$ cat src/rtl/tmr_pkg.sv
package tmr_pkg;

  // Register selector inside one channel group (address bits [3:2]).
  typedef enum logic [1:0] {
    REG_RELOAD = 2'd0,
    REG_COUNT  = 2'd1,
    REG_CTRL   = 2'd2,
    REG_FLAG   = 2'd3
  } reg_sel_e;

  // Control word, bit 0 = run, bit 1 = interrupt enable, bit 2 = chain.
  typedef struct packed {
    logic chain;
    logic ie;
    logic run;
  } ctrl_t;

  localparam int unsigned CTRL_W       = 3;
  localparam int unsigned MOD_DIS_BIT  = 1;
  localparam int unsigned FLAG_BIT     = 0;
  localparam int unsigned CH_BASE      = 'h100;
  localparam int unsigned CH_STRIDE_SH = 4;

endpackage

$ cat src/rtl/tmr_decode.sv
module tmr_decode
  import tmr_pkg::*;
#(
  parameter int unsigned NUM_CH = 4,
  parameter int unsigned AW     = 12
) (
  input  logic [AW-1:0]     addr,
  output logic              mod_hit,
  output logic [NUM_CH-1:0] ch_hit,
  output reg_sel_e          reg_sel
);

  localparam int unsigned GW     = AW - CH_STRIDE_SH;
  localparam int unsigned GROUP0 = CH_BASE >> CH_STRIDE_SH;

  logic aligned;

  assign aligned = (addr[1:0] == 2'b00);
  assign mod_hit = (addr == '0);
  assign reg_sel = reg_sel_e'(addr[3:2]);

  for (genvar i = 0; i < NUM_CH; i++) begin : g_hit
    assign ch_hit[i] = aligned && (addr[AW-1:CH_STRIDE_SH] == GW'(GROUP0 + i));
  end

endmodule

$ cat src/rtl/tmr_channel.sv
module tmr_channel
  import tmr_pkg::*;
#(
  parameter int unsigned DW        = 32,
  parameter bit          HAS_CHAIN = 1'b1
) (
  input  logic          clk,
  input  logic          rst_n,
  input  logic          wr_sel,
  input  reg_sel_e      reg_sel,
  input  logic [DW-1:0] wdata,
  input  logic          mod_dis,
  input  logic          prev_expire,
  output logic          expire,
  output logic          irq,
  output logic [DW-1:0] rd_word
);

  localparam logic [DW-1:0] ONE = {{(DW-1){1'b0}}, 1'b1};

  logic [DW-1:0] reload_q, reload_d;
  logic [DW-1:0] cnt_q, cnt_d;
  ctrl_t         ctrl_q, ctrl_d;
  logic          flag_q, flag_d;

  logic reload_we, ctrl_we, flag_clr;
  logic run_rise, chain_on, tick;

  // Write decode
  always_comb begin
    reload_we = wr_sel && (reg_sel == REG_RELOAD);
    ctrl_we   = wr_sel && (reg_sel == REG_CTRL);
    flag_clr  = wr_sel && (reg_sel == REG_FLAG) && wdata[FLAG_BIT];
    run_rise  = ctrl_we && wdata[0] && !ctrl_q.run;
  end

  // Step qualification: run, block enabled, and lower-channel expiry when chained
  always_comb begin
    chain_on = HAS_CHAIN && ctrl_q.chain;
    tick     = ctrl_q.run && !mod_dis && (!chain_on || prev_expire);
    expire   = tick && (cnt_q == '0);
  end

  // Next-state logic
  always_comb begin
    reload_d     = wdata;
    ctrl_d.run   = wdata[0];
    ctrl_d.ie    = wdata[1];
    ctrl_d.chain = HAS_CHAIN ? wdata[2] : 1'b0;
    flag_d       = expire | (flag_q & ~flag_clr);
    if (run_rise || expire) begin
      cnt_d = reload_q;
    end else if (tick) begin
      cnt_d = cnt_q - ONE;
    end else begin
      cnt_d = cnt_q;
    end
  end

  // Registers with explicit enables
  always_ff @(posedge clk or negedge rst_n) begin
    if (!rst_n) begin
      reload_q <= '0;
    end else if (reload_we) begin
      reload_q <= reload_d;
    end
  end

  always_ff @(posedge clk or negedge rst_n) begin
    if (!rst_n) begin
      ctrl_q <= '0;
    end else if (ctrl_we) begin
      ctrl_q <= ctrl_d;
    end
  end

  always_ff @(posedge clk or negedge rst_n) begin
    if (!rst_n) begin
      cnt_q <= '0;
    end else if (run_rise || tick) begin
      cnt_q <= cnt_d;
    end
  end

  always_ff @(posedge clk or negedge rst_n) begin
    if (!rst_n) begin
      flag_q <= 1'b0;
    end else begin
      flag_q <= flag_d;
    end
  end

  assign irq = flag_q & ctrl_q.ie;

  // Read mux
  always_comb begin
    rd_word = '0;
    unique case (reg_sel)
      REG_RELOAD: rd_word = reload_q;
      REG_COUNT:  rd_word = cnt_q;
      REG_CTRL:   rd_word[CTRL_W-1:0] = ctrl_q;
      REG_FLAG:   rd_word[FLAG_BIT] = flag_q;
      default:    rd_word = '0;
    endcase
  end

  // Assertions
  assert_countdown_R3: assert property (@(posedge clk) disable iff (!rst_n)
    (tick && cnt_q != '0) |=> (cnt_q == $past(cnt_q) - ONE));

  assert_reload_R3: assert property (@(posedge clk) disable iff (!rst_n)
    expire |=> (cnt_q == $past(reload_q)));

  assert_run_load_R4: assert property (@(posedge clk) disable iff (!rst_n)
    run_rise |=> (cnt_q == $past(reload_q)));

  assert_hold_off_R4: assert property (@(posedge clk) disable iff (!rst_n)
    (!ctrl_q.run && !run_rise) |=> $stable(cnt_q));

  assert_freeze_R6: assert property (@(posedge clk) disable iff (!rst_n)
    (mod_dis && !run_rise) |=> $stable(cnt_q));

  assert_irq_on_expire_R7: assert property (@(posedge clk) disable iff (!rst_n)
    (expire && ctrl_q.ie && !ctrl_we) |=> irq);

  assert_set_wins_R8: assert property (@(posedge clk) disable iff (!rst_n)
    expire |=> flag_q);

  assert_chain_gate_R9: assert property (@(posedge clk) disable iff (!rst_n)
    (chain_on && !prev_expire && !run_rise) |=> $stable(cnt_q));

endmodule

$ cat src/rtl/tick_timer_array.sv
module tick_timer_array
  import tmr_pkg::*;
#(
  parameter int unsigned NUM_CH = 4,
  parameter int unsigned DW     = 32,
  parameter int unsigned AW     = 12
) (
  input  logic              clk,
  input  logic              rst_n,
  input  logic              wr_en,
  input  logic              rd_en,
  input  logic [AW-1:0]     addr,
  input  logic [DW-1:0]     wdata,
  output logic [DW-1:0]     rdata,
  output logic [NUM_CH-1:0] irq
);

  logic              mod_hit;
  logic [NUM_CH-1:0] ch_hit;
  reg_sel_e          reg_sel;
  logic              mod_dis_q;
  logic [NUM_CH-1:0] ch_expire;
  logic [DW-1:0]     ch_word [NUM_CH];

  tmr_decode #(
    .NUM_CH (NUM_CH),
    .AW     (AW)
  ) u_decode (
    .addr    (addr),
    .mod_hit (mod_hit),
    .ch_hit  (ch_hit),
    .reg_sel (reg_sel)
  );

  // Block-wide disable, set out of reset
  always_ff @(posedge clk or negedge rst_n) begin
    if (!rst_n) begin
      mod_dis_q <= 1'b1;
    end else if (wr_en && mod_hit) begin
      mod_dis_q <= wdata[MOD_DIS_BIT];
    end
  end

  for (genvar i = 0; i < NUM_CH; i++) begin : g_ch
    logic prev_exp;
    if (i == 0) begin : g_first
      assign prev_exp = 1'b0;
    end else begin : g_next
      assign prev_exp = ch_expire[i-1];
    end

    tmr_channel #(
      .DW        (DW),
      .HAS_CHAIN (i != 0)
    ) u_ch (
      .clk         (clk),
      .rst_n       (rst_n),
      .wr_sel      (wr_en && ch_hit[i]),
      .reg_sel     (reg_sel),
      .wdata       (wdata),
      .mod_dis     (mod_dis_q),
      .prev_expire (prev_exp),
      .expire      (ch_expire[i]),
      .irq         (irq[i]),
      .rd_word     (ch_word[i])
    );
  end

  // Read return
  always_comb begin
    rdata = '0;
    if (rd_en) begin
      if (mod_hit) begin
        rdata[MOD_DIS_BIT] = mod_dis_q;
      end
      for (int i = 0; i < NUM_CH; i++) begin
        if (ch_hit[i]) begin
          rdata = rdata | ch_word[i];
        end
      end
    end
  end

  assert_single_target_R2: assert property (@(posedge clk) disable iff (!rst_n)
    $onehot0({mod_hit, ch_hit}));

  assert_mapped_read_only_R2: assert property (@(posedge clk) disable iff (!rst_n)
    (!rd_en) |-> (rdata == '0));

endmodule

$ cat config.mk
export PLATFORM = sky130hd
export DESIGN_NAME = tick_timer_array
export DESIGN_NICKNAME = d
export VERILOG_FILES = /design/src/rtl/tmr_pkg.sv /design/src/rtl/tmr_decode.sv /design/src/rtl/tmr_channel.sv /design/src/rtl/tick_timer_array.sv
export SDC_FILE = /design/constraint.sdc
export NUM_CORES = 1
export LEC_CHECK = 0
export BUFFER_PORTS_ARGS = -buffer_cell sky130_fd_sc_hd__buf_2
export CORE_MARGIN = 3
export CORE_UTILIZATION = 45
export DETAILED_ROUTE_END_ITERATION = 8
export HOLD_SLACK_MARGIN = 0.1
export SLEW_MARGIN = 5
export SYNTH_ARGS = -nofsm -noshare
export SYNTH_HDL_FRONTEND = slang
export SYNTH_SLANG_ARGS = --single-unit
$ cat constraint.sdc
create_clock -name clk -period 6.4 [get_ports clk]
set_clock_uncertainty 0.05 [all_clocks]
set_input_delay 1.6 -clock clk [delete_from_list [all_inputs] [get_ports clk]]
set_output_delay 1.6 -clock clk [all_outputs]
set_load 0.02 [all_outputs]
# Yosys cells after proc, flatten, opt, wreduce, memory -nomap -nowiden
# Index checks and enable logic that the tools add are counted.
[word_totals]
ff_bits = 272
out_inout_bits = 36
[op_classes]
reduce_logical = 78
bitwise_logic = 20
addsub = 4
n_eq_ne = 7
muxes = 30
[ops]
columns = ["operator", "count"]
rows = [
  ["$mux 32", 16],
  ["$pmux 29 s2", 4],
  ["$logic_not 32->1", 4],
  ["$sub 32x1->32 const B", 4],
  ["$or 32x32->32", 3],
  ["$logic_and 1x1->1", 44],
  ["$eq 8x5->1 const B", 4],
  ["$or 2x32->32", 1],
  ["$pmux 2 s3", 4],
  ["$pmux 1 s4", 4],
  ["$logic_not 12->1", 1],
  ["$logic_or 1x1->1", 11],
  ["$and 1x1->1", 8],
  ["$logic_not 1->1", 8],
  ["$reduce_and 2->1", 4],
  ["$reduce_bool 2->1", 4],
  ["$eq 2x2->1 const B", 2],
  ["$logic_not 2->1", 2],
  ["$not 1->1", 4],
  ["$or 1x1->1", 4],
  ["$eq 2x1->1 const B", 1],
  ["$mux 1", 2],
]

# Logic depth before layout (Yosys ltp)
# Gate-level depths: netlist (run 1).
[depth]
word_depth = 15
ltp_mapped = 11
ltp_nobuf = 9

# By module
# From an unflattened synthesis (run 1), not the netlist that was laid out.
[hier_totals]
hier_cells = 1774
area_unflattened_um2 = 17117.7
[modules_own_cells]
columns = ["mod", "area_per_inst_um2", "instances", "cells_each"]
rows = [
  ["tmr_channel (g_ch[1].u_ch ...)", 4022.6, 3, 411],
  ["tmr_channel (g_ch[0].u_ch)", 3983.8, 1, 405],
  ["tick_timer_array", 963.4, 1, 123],
  ["tmr_decode", 102.6, 1, 13],
]

# Worst setup path before layout (run 1)
# No wires, ideal clock.
[synth_timing]
kind = "input port to output port"
start = "input addr[6]"
end = "output rdata[25]"
arrival_ns = 3.730
cell_stages = 8
slack_ns = 1.020
path_cell_list = "nor4_1 > nand3_1 > nor3b_1 > clkbuf_1 > a22oi_1 > or2_2 > a21oi_1 > o21a_1"
[synth_between]
elab_chain_cells = 13
[synth_rtl]
columns = ["element", "line", "source"]
rows = [
  ["start, declared", "tick_timer_array.sv:12", "input logic [AW-1:0] addr,"],
  ["$eq 8x5->1", "tmr_decode.sv:23", "assign ch_hit[i] = aligned && (addr[AW-1:CH_STRIDE_SH] == GW'(GROUP0 + i));"],
  ["$logic_and 1x1->1", "tmr_decode.sv:23", ""],
  ["$mux 32", "tick_timer_array.sv:77", "if (ch_hit[i]) begin"],
  ["$mux 32", "tick_timer_array.sv:72", "if (rd_en) begin"],
  ["$or 32x32->32", "tick_timer_array.sv:78", "rdata = rdata | ch_word[i];"],
  ["$mux 32", "tick_timer_array.sv:77", ""],
  ["$mux 32", "tick_timer_array.sv:72", ""],
  ["$or 32x32->32", "tick_timer_array.sv:78", ""],
  ["$mux 32", "tick_timer_array.sv:77", ""],
  ["$mux 32", "tick_timer_array.sv:72", ""],
  ["$or 32x32->32", "tick_timer_array.sv:78", ""],
  ["$mux 32 (*)", "tick_timer_array.sv:77", ""],
  ["$mux 32 (*)", "tick_timer_array.sv:72", ""],
  ["end, declared", "tick_timer_array.sv:14", "output logic [DW-1:0] rdata,"],
]
# Every way passes the cells marked *; elsewhere a longest branch is shown, timed or not. The select of a mux whose other input is x is not followed.

# Worst setup path after layout (run 1)
[layout_timing]
start = "input addr[6]"
end = "output rdata[18]"
# The elaborated chain is that of the path after synthesis.

==> run metrics, run 1 <==
Pre-antenna DRT Iters 5; CTS clk-pin slew, worst paths 0.05 ns; Pwr Density 213.2 nW/um2; post-synthesis cell area 16470 um2; post-DR vias/cell 6.567; Die ar. 38930 um2; Setup violations, final 0; HPWL after DPL 40080 um; Crit Path Category in -> out; Leakage Power 0.008146 uW; Antenna diodes 0; first-pass GRT wire length 87920 um; DRC violations left 0; run status finished, final reports clean; CTS root buf clkbuf_16; Die Y 197.3 um; initial antenna violation count 0; Worst VDD drop 221.9 uV; top cell type's share of synthesized area 41.17%; vias in the first global route 14330; pin count of the biggest net entering global routing 120; max_slew headroom 27.67%; area grow syn2layout 12.47%; Tightest Pin Transition 1.070 ns; most common cell in the synthesized netlist dfrtp_1; PortBufs 83; Post-synth top cells dfrtp_1, mux2_2, nor2_1, o21ai_0, a21oi_1; final setup margin 0.4854 ns; Post-Syn Instances 1784; Setup crit end kind primary output; Post-DRT Antenna Nets 0; Synthesized Nets 1838; Hold-fix buffers, CTS 0; asr flop ratio synth 100.0%; synthesized area per cell 9.233 um2; minimum hold slack 0.4519 ns; post-cts resize count 0; Place WS 0.5518 ns; num rows 69; GRT Residual Overflow 0; Worst Path Required 4.75 ns; largest area contributor in the netlist dfrtp_1; gpl congestion 0.9378; CTS max path bufs 3; RSZ-0062 raised after global routing false; Post CTS Setup Buffer Count 0; total core area 35830 um2; TNS Setup 0 ns; Synth Warn # 0; All-Layer GR Usage 28.91%; MaxCap Viol Count 0; total wire length 56870 um; Seq cells post-synth 272; fillers 3325; via count 15060; Initial Utilization 45.97%; H-tree Lvls 2; Hold Path Class reg -> reg; DRT iter0 DRCs 1586; nets 1862; Critical Path AT 4.26 ns; largest cells by area after synthesis dfrtp_1, mux2_2, mux2i_1; register area share after synthesis 41.33%; Die X 197.3 um; Fmax 169.1 MHz; Clock Sinks 272; top_reg_cell synth dfrtp_1; CTS buffer count 34; CP startpoint kind primary input; Final min period 5.915 ns; crit path max fanout 38; EDFF count, synth 0; IO Count 84; CTS tree yes; fin crit share 92.42%; Hold Vio Cnt, Final 0; Slew Viols, Final 0; Yosys cell types 74; share of layout cells above drive strength 1 20.46%; Clock Latency Late Sink 0.53 ns; wire length per cell 24.79 um
## metal layers
layer,GRT usage (%),vias to the layer above,wire length [um]
li1,-,6752,-
met4,9.873,0,2034
met2,43.96,617,25550
met1,41.79,7589,25000
met3,5.236,106,4291
met5,0,-,0
## flip-flops by register name (all words and copies together) (netlist names)
name,cells
g_ch.u_ch.chain_on,3
g_ch.u_ch.cnt_q,128
g_ch.u_ch.reload_q,128
g_ch.u_ch.ctrl_q,8
g_ch.u_ch.flag_q,4
mod_dis_q,1
## layout by cell type, fill, tap and decap left out, types with 35 or more instances in the layout
cell type,n
o21ai_0,136
mux2i_1,80
dfrtp_1,271
nor2_1,139
nand3_1,51
nand2_1,91
clkbuf_16,35
o22ai_1,41
o21a_1,35
inv_1,42
a22oi_1,57
buf_2,81
nor4_1,40
buf_4,39
a21oi_1,131
nor3_1,65
mux2_2,150
## where the power goes
group          total (uW)  internal, uW  leakage (uW)  switching, uW
registers            1740          1730       0.00362           11.4
logic                 186          55.3       0.00396            130
clock network        2020          1230      0.000572            797
total                3950          3010       0.00815            939
## stage by stage
step	utilization (%)	cell area [um2]	std cells	total power, uW
finish	51.70	18520	2294	3950
global route	51.70	18520	2294	4067
CTS	51.69	18520	2294	3980
detailed placement	48.45	17360	2233	1957
global placement	48.45	17360	2233	1955
floorplan	-	16470	1784	1850
## cells by family after synthesis
family	Yosys count	synth area share, %
AO/OA/AOI/OAI	535	20.86
adder cells (fa/ha/maj)	6	0.4558
XOR/XNOR	1	0.05319
flip-flops	272	41.33
AND/OR/NAND/NOR	557	17.40
multiplexers	234	15.66
buffers and inverters	179	4.239
## final timing paths
kind,start,end,slack (ns),cells after the start
hold / removal,g_ch[0].u_ch.reload_q[0]$_DFFE_PN0P_,g_ch[0].u_ch.cnt_q[0]$_DFFE_PN0P_,0.45,2
setup / recovery,addr[6],rdata[18],0.49,10
setup reg to reg,g_ch[3].u_ch.cnt_q[20]$_DFFE_PN0P_,g_ch[3].u_ch.cnt_q[8]$_DFFE_PN0P_,2.03,6
hold reg to reg,g_ch[0].u_ch.reload_q[0]$_DFFE_PN0P_,g_ch[0].u_ch.cnt_q[0]$_DFFE_PN0P_,0.45,2
max in group asynchronous,rst_n,g_ch[1].u_ch.cnt_q[10]$_DFFE_PN0P_,3.92,2
min in group asynchronous,rst_n,g_ch[3].u_ch.ctrl_q[0]$_DFFE_PN0P_,1.15,1
## layout make-up
cell class / instances / area [um2] / area share (%)
clock inverters: 16 / 195.2 / 1.054
well taps: 461 / 576.8 / 3.114
multi-input cells: 1333 / 9030 / 48.75
repair buffers: 125 / 793.3 / 4.282
clock buffers: 45 / 963.4 / 5.201
inverters: 42 / 157.7 / 0.8511
flip-flops and latches: 272 / 6808 / 36.75
## worst max-delay path, stage by stage
cell and delay [ns]:
buf_2 0.10, nor4_1 0.33, nand3_1 0.38, nor2b_4 0.61, buf_12 0.28, a22oi_1 0.09
mux2_2 0.28, nor2_1 0.22, o21a_1 0.17, buf_2 0.17
No activity file was read; power rests on OpenSTA's default activity.
==> run 2, diff against run 1 <==
Settings changed: CTS_BUF_LIST from default to sky130_fd_sc_hd__clkbuf_8.
==> run metrics, run 2 (synthesis gave the netlist of run 1 again) <==
Die X 197.3 um; Pre-antenna DRT Iters 6; post-DR vias/cell 6.491; All-Layer GR Usage 29.16%; crit path launch addr[6]; Clock Sinks 272; TNS Setup 0 ns; CP startpoint kind primary input; nets 1878; total core area 35830 um2; HPWL after DPL 40080 um; fin area 18320 um2; R2R Path End g_ch[3].u_ch.cnt_q[8]$_DFFE_PN0P_; area grow syn2layout 11.25%; first-pass GRT wire length 88240 um; wire length per cell 24.49 um; CTS tree yes; PortBufs 83; share of layout cells above drive strength 1 20.68%; fin crit share 92.28%; Tightest Pin Transition 1.277 ns; placed instance area 17360 um2; total wire length 56900 um; Storage cell area 6808 um2; Die Y 197.3 um; Hold Path Class reg -> reg; Post-DRT Antenna Nets 0; IO Count 84; Die ar. 38930 um2; initial antenna violation count 1; via count 15080; Worst Path Required 4.75 ns; GRT Residual Overflow 0; H-tree Lvls 2; fillers 3396; run status finished, final reports clean; DRT iter0 DRCs 1626; DRC violations left 0; CTS clk-pin slew, worst paths 0.06 ns; max_slew headroom 14.06%; Setup crit end rdata[18]; Post CTS Setup Buffer Count 0; CTS root buf clkbuf_8; pin count of the biggest net entering global routing 120; Clock Latency Late Sink 0.64 ns; Worst VDD drop 153.0 uV; Initial Utilization 45.97%; area occupied by multi-input gates 9024 um2; Antenna diodes 0; Leakage Power 0.008152 uW; Setup crit end kind primary output; worst reg2reg path depth 6; most frequent cells in the layout dfrtp_1, mux2_2, nor2_1; Hold Vio Cnt, Final 0; CTS max path bufs 3; worst r2r src g_ch[3].u_ch.cnt_q[20]$_DFFE_PN0P_; most common cell after layout, fill and taps aside dfrtp_1; CTS buffer count 50; MaxCap Viol Count 0; worst reg-to-reg setup slack 2.18 ns; Hold-fix buffers, CTS 0; Fmax 169.3 MHz; RSZ-0062 raised after global routing false; num rows 69; Slew Viols, Final 0; Setup violations, final 0; Crit Path Category in -> out; Pwr Density 195.0 nW/um2; crit path max fanout 38; vias in the first global route 14360; Critical Path AT 4.26 ns; gpl congestion 0.9378; post-cts resize count 0; Largest regs g_ch.u_ch.cnt_q (128), g_ch.u_ch.reload_q (128), g_ch.u_ch.ctrl_q (8); Final min period 5.906 ns
run 2: changes by cell type in the layout (fill, tap and decap cells not counted), sizes merged:
cell	delta
bufinv	-4
clkinv	-5
inv	+22
clkbuf	+16
run 2: through the flow:
stage | hold slack (ns) | total power [uW] | utilization (%) | instances | setup WS, ns
after CTS | 0.4562 | 3607 | 51.14 | 2323 | 0.5243
after detailed placement | 0.4412 | 1957 | 48.45 | 2233 | 0.5518
final | 0.4592 | 3574 | 51.14 | 2323 | 0.4938
after floorplan | 0.4006 | 1850 | - | 1784 | 1.020
after global routing | 0.4970 | 3704 | 51.14 | 2323 | 0.3042
after global placement | 0.4371 | 1955 | 48.45 | 2233 | 0.5886
run 2: critical path: stages:
cell	delay, ns
buf_2	0.10
nor4_1	0.33
nand3_1	0.37
nor2b_4	0.62
buf_12	0.29
a22oi_1	0.09
mux2_2	0.28
nor2_1	0.22
o21a_1	0.17
buf_2	0.17
run 2: final cells by class:
cell class                      instances  share of cell area (%)
Clock inverter                         29                  0.6828
Clock buffer                           61                   4.582
Multi-Input combinational cell       1333                   49.25
Inverter                               42                  0.8604
Timing Repair Buffer                  125                   4.329
Sequential cell                       272                   37.15
Tap cell                              461                   3.148
run 2: power breakdown:
group / leakage [uW] / switching, uW / internal [uW]
registers: 0.00362 / 11.5 / 1730
clock network: 0.000578 / 791 / 857
logic: 0.00396 / 130 / 55.3
run 2: how the worst min path moves through the flow:
| stage | from | endpoint | slack, ns | depth (start not counted) |
|---|---|---|---|---|
| final | g_ch[0].u_ch.reload_q[0]$_DFFE_PN0P_ | g_ch[0].u_ch.cnt_q[0]$_DFFE_PN0P_ | 0.46 | 2 |
| after global routing | g_ch[0].u_ch.reload_q[5]$_DFFE_PN0P_ | g_ch[0].u_ch.reload_q[5]$_DFFE_PN0P_ | 0.50 | 1 |
| after CTS | g_ch[0].u_ch.reload_q[0]$_DFFE_PN0P_ | g_ch[0].u_ch.cnt_q[0]$_DFFE_PN0P_ | 0.46 | 2 |
| after detailed placement | g_ch[0].u_ch.reload_q[0]$_DFFE_PN0P_ | g_ch[0].u_ch.cnt_q[0]$_DFFE_PN0P_ | 0.44 | 2 |
| after global placement | g_ch[0].u_ch.reload_q[0]$_DFFE_PN0P_ | g_ch[0].u_ch.cnt_q[0]$_DFFE_PN0P_ | 0.44 | 2 |
| after floorplan | g_ch[0].u_ch.reload_q[0]$_DFFE_PN0P_ | g_ch[0].u_ch.cnt_q[0]$_DFFE_PN0P_ | 0.40 | 2 |
run 2: per-layer routing:
layer	GRT usage [%]	part of all wire [%]	up-vias
met3	4.929	7.9	106
met5	0	0	-
met2	44.21	45	687
met1	42.36	44	7494
li1	-	-	6792
met4	10.27	3.4	0
